### src/rtl/tuner_i2c_ctl.sv
module tuner_i2c_ctl #(
  parameter logic [4:0] DEV_ID = 5'b11000,
  parameter int         SYNC   = 2
) (
  input  logic        clk,
  input  logic        rst_n,
  input  logic        scl_i,
  input  logic        sda_i,
  output logic        sda_oe,
  input  logic [1:0]  addr_sel,
  input  logic        lock_i,
  output logic [14:0] ratio,
  output logic        cp_high,
  output logic        test_en,
  output logic        cp_off,
  output logic        drv_off,
  output logic [4:0]  port_on
);
  localparam int SW = SYNC + 1;

  typedef enum logic [2:0] {S_IDLE, S_ADDR, S_AACK, S_WR, S_WACK, S_RD, S_MACK} st_t;

  logic [SW-1:0] scl_s, sda_s;
  always_ff @(posedge clk or negedge rst_n)
    if (!rst_n) begin
      scl_s <= '1;
      sda_s <= '1;
    end else begin
      scl_s <= {scl_s[SW-2:0], scl_i};
      sda_s <= {sda_s[SW-2:0], sda_i};
    end

  wire scl_hi   = scl_s[SW-2];
  wire sda_now  = sda_s[SW-2];
  wire scl_rise = scl_hi & ~scl_s[SW-1];
  wire scl_fall = ~scl_hi & scl_s[SW-1];
  wire both_hi  = scl_hi & scl_s[SW-1];
  wire start_det = both_hi & ~sda_now & sda_s[SW-1];
  wire stop_det  = both_hi & sda_now & ~sda_s[SW-1];

  st_t        st;
  logic [3:0] cnt;
  logic [7:0] sr, tx;
  logic       rw, m_ack, pair2, pair_ctl, por, rd_seen;
  logic [6:0] hi_pend;

  wire [7:0] status    = {por, lock_i, 6'b0};
  wire       wr_commit = (st == S_WR) && scl_fall && (cnt == 4'd8) && !stop_det && !start_det;
  wire       addr_hit  = (sr[7:1] == {DEV_ID, addr_sel});

  always_ff @(posedge clk or negedge rst_n)
    if (!rst_n) begin
      st       <= S_IDLE;
      cnt      <= '0;
      sr       <= '0;
      tx       <= '0;
      rw       <= 1'b0;
      m_ack    <= 1'b0;
      pair2    <= 1'b0;
      pair_ctl <= 1'b0;
      hi_pend  <= '0;
      por      <= 1'b1;
      rd_seen  <= 1'b0;
      sda_oe   <= 1'b0;
      ratio    <= '0;
      cp_high  <= 1'b0;
      test_en  <= 1'b0;
      cp_off   <= 1'b0;
      drv_off  <= 1'b0;
      port_on  <= '0;
    end else if (stop_det) begin
      st      <= S_IDLE;
      sda_oe  <= 1'b0;
      pair2   <= 1'b0;
      rd_seen <= 1'b0;
      if (rd_seen) por <= 1'b0;
    end else if (start_det) begin
      st     <= S_ADDR;
      cnt    <= '0;
      sda_oe <= 1'b0;
      pair2  <= 1'b0;
    end else begin
      case (st)
        S_ADDR:
          if (scl_rise) begin
            sr  <= {sr[6:0], sda_now};
            cnt <= cnt + 4'd1;
          end else if (scl_fall && cnt == 4'd8) begin
            if (addr_hit) begin
              sda_oe <= 1'b1;
              rw     <= sr[0];
              st     <= S_AACK;
            end else begin
              st <= S_IDLE;
            end
          end
        S_AACK:
          if (scl_fall) begin
            cnt <= '0;
            if (rw) begin
              tx      <= status;
              sda_oe  <= ~status[7];
              rd_seen <= 1'b1;
              st      <= S_RD;
            end else begin
              sda_oe <= 1'b0;
              st     <= S_WR;
            end
          end
        S_WR:
          if (scl_rise) begin
            sr  <= {sr[6:0], sda_now};
            cnt <= cnt + 4'd1;
          end else if (wr_commit) begin
            sda_oe <= 1'b1;
            st     <= S_WACK;
            if (!pair2) begin
              pair2    <= 1'b1;
              pair_ctl <= sr[7];
              if (sr[7]) {cp_high, test_en, cp_off, drv_off} <= {sr[6], sr[5], sr[4], sr[0]};
              else hi_pend <= sr[6:0];
            end else begin
              pair2 <= 1'b0;
              if (pair_ctl) port_on <= {sr[7], sr[4], sr[2], sr[1], sr[0]};
              else ratio <= {hi_pend, sr};
            end
          end
        S_WACK:
          if (scl_fall) begin
            sda_oe <= 1'b0;
            cnt    <= '0;
            st     <= S_WR;
          end
        S_RD:
          if (scl_fall) begin
            if (cnt == 4'd7) begin
              sda_oe <= 1'b0;
              st     <= S_MACK;
            end else begin
              sda_oe <= ~tx[6];
              tx     <= {tx[6:0], 1'b0};
              cnt    <= cnt + 4'd1;
            end
          end
        S_MACK:
          if (scl_rise) m_ack <= ~sda_now;
          else if (scl_fall) begin
            if (m_ack) begin
              tx     <= status;
              sda_oe <= ~status[7];
              cnt    <= '0;
              st     <= S_RD;
            end else begin
              st <= S_IDLE;
            end
          end
        default: st <= S_IDLE;
      endcase
    end

  assert_drive_slots_R2: assert property (@(posedge clk) disable iff (!rst_n)
    sda_oe |-> (st == S_AACK || st == S_WACK || st == S_RD));

  assert_ratio_atomic_R3: assert property (@(posedge clk) disable iff (!rst_n)
    !$stable(ratio) |-> $past(wr_commit && pair2 && !pair_ctl));

  assert_ports_commit_R5: assert property (@(posedge clk) disable iff (!rst_n)
    !$stable(port_on) |-> $past(wr_commit && pair2 && pair_ctl));

  assert_stop_idle_R6: assert property (@(posedge clk) disable iff (!rst_n)
    stop_det |=> (st == S_IDLE && !sda_oe));

  assert_por_sticky_R10: assert property (@(posedge clk) disable iff (!rst_n)
    !$rose(por));

  assert_por_clear_R10: assert property (@(posedge clk) disable iff (!rst_n)
    $fell(por) |-> $past(stop_det));
endmodule

### config.mk
export PLATFORM = sky130hd
export DESIGN_NAME = tuner_i2c_ctl
export DESIGN_NICKNAME = d
export VERILOG_FILES = /design/src/rtl/tuner_i2c_ctl.sv
export SDC_FILE = /design/constraint.sdc
export NUM_CORES = 1
export LEC_CHECK = 0
export BUFFER_PORTS_ARGS = -buffer_cell sky130_fd_sc_hd__buf_2
export CAP_MARGIN = 20
export CORE_ASPECT_RATIO = 1.5
export CORE_MARGIN = 5
export CORE_UTILIZATION = 35
export CTS_CLUSTER_DIAMETER = 100
export DETAILED_ROUTE_END_ITERATION = 10
export GPL_TIMING_DRIVEN = 1
export PLACE_DENSITY = 0.62
export REMOVE_ABC_BUFFERS = 1
export SLEW_MARGIN = 30
export SYNTH_ARGS = -nofsm -noshare
export SYNTH_HDL_FRONTEND = slang
export SYNTH_SLANG_ARGS = --single-unit
### constraint.sdc
create_clock -name clk -period 3.1 [get_ports clk]
set_input_delay 0.155 -clock clk [delete_from_list [all_inputs] [get_ports clk]]
set_output_delay 0.155 -clock clk [all_outputs]
set_load 0.005 [all_outputs]
# Word level (Yosys, flattened, before mapping)
# Index checks and enable logic that the tools add are counted.
[totals] regBits=66 inputBits=7 out_inout_bits=25
[classes] n_addsub=1 eq_ne=37 muxes=60 bitwise_logic=19 n_reduce_logical=32
[ops] cell="7-bit two-way mux" n=7
[ops] cell="4-bit inequality test (second input constant)" n=12
[ops] cell="3-bit two-way mux" n=14
[ops] cell="4-bit two-way mux" n=8
[ops] cell="7-bit AND reduction" n=4
[ops] cell="1-bit two-way mux" n=26
[ops] cell="7-bit one-hot mux with 3 select lines" n=1
[ops] cell="10-bit AND reduction" n=2
[ops] cell="3-bit one-hot mux with 6 select lines" n=1
[ops] cell="4-bit one-hot mux with 4 select lines" n=1
[ops] cell="3-bit inequality test (second input constant)" n=5
[ops] cell="2-bit inequality test (second input constant)" n=7
[ops] cell="1-bit NOT" n=12
[ops] cell="12-bit AND reduction" n=1
[ops] cell="4-bit AND reduction" n=3
[ops] cell="6-bit AND reduction" n=2
[ops] cell="3-bit == test (second input constant)" n=3
[ops] cell="3-bit by 1-bit inequality test with 1-bit output (second input constant)" n=3
[ops] cell="9-bit AND reduction" n=1
[ops] cell="3-bit nonzero test" n=3
[ops] cell="8-bit nonzero test" n=1
[ops] cell="1-bit AND" n=7
[ops] cell="7-bit == test" n=1
[ops] cell="3-bit by 2-bit == test with 1-bit output (second input constant)" n=2
[ops] cell="14 further kinds" n=22

# Longest topological paths before layout
[logic_depth] word_depth=11 depth_mapped=8 depth_no_buf=7

# Worst setup path before layout
# No wires, ideal clock.
[synth_timing] path_kind="register to register" from="register scl_s[2]" to="register ratio[0]" arrival_time_ns=1.994 t_required_ns=2.975 slack_ns=0.981 path_stages_with_launch=8 path_buffers=2 period_less_slack_ns=2.119 path_cell_list="dfstp_2 > buf_2 > nand2b_4 > nor3_4 > nand4_4 > nor3_4 > buf_6 > mux2_2"
[synth_via] elab_chain_cells=7 word_cells_on_any_way=18
[synth_rtl] element="from (decl)" line="23" rtl="logic [SW-1:0] scl_s, sda_s;"
[synth_rtl] element="from (signal assigned)" line="29" rtl="scl_s <= {scl_s[SW-2:0], scl_i};"
[synth_rtl] element="1-bit AND" line="37" rtl="wire both_hi = scl_hi & scl_s[SW-1];"
[synth_rtl] element="1-bit AND (2 in series)" line="39" rtl="wire stop_det = both_hi & sda_now & ~sda_s[SW-1];"
[synth_rtl] element="1-bit logical NOT" line="48" rtl="wire wr_commit = (st == S_WR) && scl_fall && (cnt == 4'd8) && !stop_det && !start_det;"
[synth_rtl] element="1-bit logical AND (2 in series)" line="48"
[synth_rtl] element="7-bit AND reduction (no line) (*)"
[synth_rtl] element="to (signal assigned)" line="125" rtl="else ratio <= {hi_pend, sr};"
[synth_rtl] element="to (decl)" line="12" rtl="output logic [14:0] ratio,"
# Every way passes the cells marked *; elsewhere a longest branch is shown, timed or not.
# A chain may end at the register's enable or synchronous reset.

# Worst setup path in the final report
[layout_timing] from="register scl_s[2]" to="register ratio[12]"
# Same word-level chain as after synthesis.

==> impl_metrics.tcl <==
set metrics [dict create \
    crit_fanout 9 \
    share_seq_of_total_power_pct 38.5 \
    ant_nets 0 \
    drive_above_1_share_pct 39.85 \
    ys_seq_area_share_pct 54.96 \
    status "complete, no violations" \
    post_cts_buffers 0 \
    firstDrtPassIters 4 \
    place_hpwl_mm 4.124 \
    worst_pin_slew_ns 0.6828 \
    die_w_um 82.35 \
    critPathMostFrequentCell "nor3_4" \
    area_delta_synth_final_pct 23.18 \
    finClkSkew_ns 0.005204 \
    synth_top_area_share_pct 48.27 \
    setup_slack_ns 0.7447 \
    finalHoldViolCount 0 \
    totalWireLength_mm 5.702 \
    drc 0 \
    synthArstFlopShare_pct 100.0 \
    r2r_start "scl_s[2]" \
    grt_pass1_wl_mm 9.749 \
    grt_pass1_vias 1983 \
    cts_tree "built" \
    power_density_nw_per_um2 798.9 \
    wl_per_cell_um 15.49 \
    die_area_sq_um 9759 \
    fp.dieH_um 118.5 \
    relSlewSlack_pct 54.31 \
    yosysWarnings 0 \
    hp-class "primary input to flip-flop" \
    cts-root-buf "clkbuf_16" \
    cp_num_buf_inv 1 \
    synth_edf_count 0 \
    clkTransAtPathRegs_ns 0.05 \
    cts_sinks 60 \
    max_freq_ghz 0.4246 \
    cts_hold_buffers 3 \
    critPathLaunch "scl_s[2]" \
    core_area_sq_um 7661 \
    grt_usage_pct 13.14 \
    clkLatencyLatePin_ns 0.32 \
    grt_antenna_before_repair 0 \
    slowest_delay_ns 0.62 \
    critical_path.top_delay_family "simple AND/OR/NAND/NOR gates" \
    start_kind "flip-flop" \
    htree_levels 3 \
    synth_area_leaders "dfrtp_1, mux2_2, dfstp_2" \
    worstSetupEndpointType "flip-flop" \
    yosys-top-cells-count "dfrtp_1, mux2_2, nand2_1" \
    netSwitchingFraction_pct 30.38 \
    place_congestion 0.9430 \
    p_comb_share_pct 22.0 \
    critPathKind "flip-flop to flip-flop" \
    ff_latch_area_sq_um 1510 \
    place_ws_ns 0.7366 \
    multi_input_area_sq_um 1165 \
    slowest_stage "dfstp_2" \
    drt_iter0_drc 75 \
    synth_largest_area_cell "dfrtp_1" \
    final_core_utilization_pct 44.18 \
    setup_total_negative_slack_ns 0 \
    gr-total-overflow 0 \
    grt_setup_unrepaired "false" \
    period_needed_ns 2.355 \
    ys_types 47 \
    period_share_pct 75.98 \
    yosysMostFrequentCell "dfrtp_1" \
    num-fill-cells 708 \
    cts_made_buffers 9 \
    clock_path_buffers 2 \
    initial_utilization_pct 35.86 \
    p_leak_uw 0.001605 \
    drv_slew 0 \
    cp_cell_sequence "nand2b_4 > nor3_4 > nand4_4 > nor3_4 > buf_4 > mux2_2" \
    syn_area_per_cell_sq_um 12.60 \
    netlist_area_sq_um 2748 \
    io_pins 32 \
    num_rows 39 \
    viasPerCell 5.079 \
    worst_ep_arrival_time_ns 2.56 \
    via_count 1869 \
    syn_inst 218 \
    fin_nets 270 \
    antennaDiodeCount 0 \
    ys_ff_latch 60 \
    port_buffers 31 \
    ys.flop_type "dfrtp_1" \
    setup_violations 0 \
    vdd_drop_max_v 0.0004724 \
    p_int_uw 1882 \
    holdWs_ns 0.08635 \
    worstPathRequired_ns 3.30 \
    switchingPower_uw 821.6 \
    grt_max_degree 46 \
    clkPwrFrac_pct 39.5 \
    hp-start "lock_i" \
    post_cts_resized 0 \
    maxCapViolCount 0 \
]
-- area by class of cell --
type / count / area share, %
flip-flops and latches: 60 / 44.62
multi-input cells: 142 / 34.42
clock buffers: 10 / 7.061
repair buffers: 38 / 6.433
well taps: 102 / 3.771
clock inverters: 6 / 2.588
inverters: 10 / 1.109
-- cells by family (layout without fill, tap and decap cells) --
logic type,count (synthesis),after routing,synth area share [%]
buf+inv,16,64,2.641
compound gates,44,44,10.84
fa+ha+maj,2,2,0.9106
xor+xnor,3,3,0.9565
flops,60,60,54.96
simple gates,50,50,12.16
mux,43,43,17.53
-- stage by stage --
step | power [uW] | cells | instance area [sq um]
6_report | 2704 | 368 | 3385
5_1_grt | 2865 | 368 | 3385
4_1_cts | 2725 | 368 | 3385
3_5_place_dp | 1643 | 349 | 3028
3_3_place_gp | 1645 | 349 | 3025
2_1_floorplan | 1446 | 212 | 2713
-- registers in the layout (all words and copies together) (netlist names) --
register / count
sr: 8
cp_high: 1
ratio: 15
m_ack: 1
por: 1
tx: 1
rd_seen: 1
port_on: 5
scl_s: 3
cp_off: 1
rw: 1
pair2: 1
sda_s: 3
test_en: 1
hi_pend: 7
cnt: 4
drv_off: 1
sda_oe: 1
st: 3
pair_ctl: 1
-- worst paths after layout --
kind | slack [ns] | cells past startpoint | to
max in group asynchronous | 2.11 | 3 | hi_pend[4]
hold / removal | 0.09 | 3 | tx[6]
setup / recovery | 0.74 | 6 | ratio[12]
min in group asynchronous | 0.36 | 2 | cnt[2]
setup reg to reg | 0.74 | 6 | ratio[12]
hold reg to reg | 0.36 | 0 | scl_s[1]
-- tightest hold or removal path: cells and delay by family --
| family | cells | cell delay [ns] |
|---|---|---|
| buffers and inverters | 1 | 0.10 |
| and+or+nand+nor | 1 | 0.04 |
| AOI/OAI and AO/OA | 1 | 0.07 |
-- routing by layer --
layer | track usage (%) | share of wire, % | up-vias | routed length (um)
li1 | - | - | 884 | -
met1 | 15.23 | 40 | 913 | 2261
met2 | 20.88 | 52 | 56 | 2952
met3 | 4.566 | 5.8 | 16 | 328
met4 | 6.861 | 2.8 | 0 | 160
met5 | 0 | 0 | - | 0
-- power groups by stage --
stage	clock, uW	sequential, uW	combinational [uW]
after floorplan	0	1040	410
after global placement	0	1060	590
final	1070	1040	594
after CTS	1090	1040	596
after detailed placement	0	1050	590
after global routing	1130	1060	675
-- cells in the final DEF, fill, tap and decap left out, types with 2 or more instances in the layout --
cell type and n:
nand2_1 12, clkinv_4 2, dlygate4sd3_1 3, dfstp_2 7, nand3_1 4, nand3b_1 2
nor3_4 3, clkinv_2 2, nor2_1 8, o211ai_1 4, a221oi_1 2, o22ai_1 2
inv_1 10, xor2_1 3, clkbuf_16 9, a21boi_0 2, a211oi_1 3, a41oi_1 2
mux2_2 41, buf_4 5, nor2b_1 5, ha_1 2, a21oi_1 6, a31oi_1 2
mux2i_1 2, o21ai_0 11, bufinv_16 2, o2bb2ai_1 2, nand2b_1 4, dfrtp_1 53
buf_2 30, or3_1 2
No activity file was read; power rests on OpenSTA's default activity.
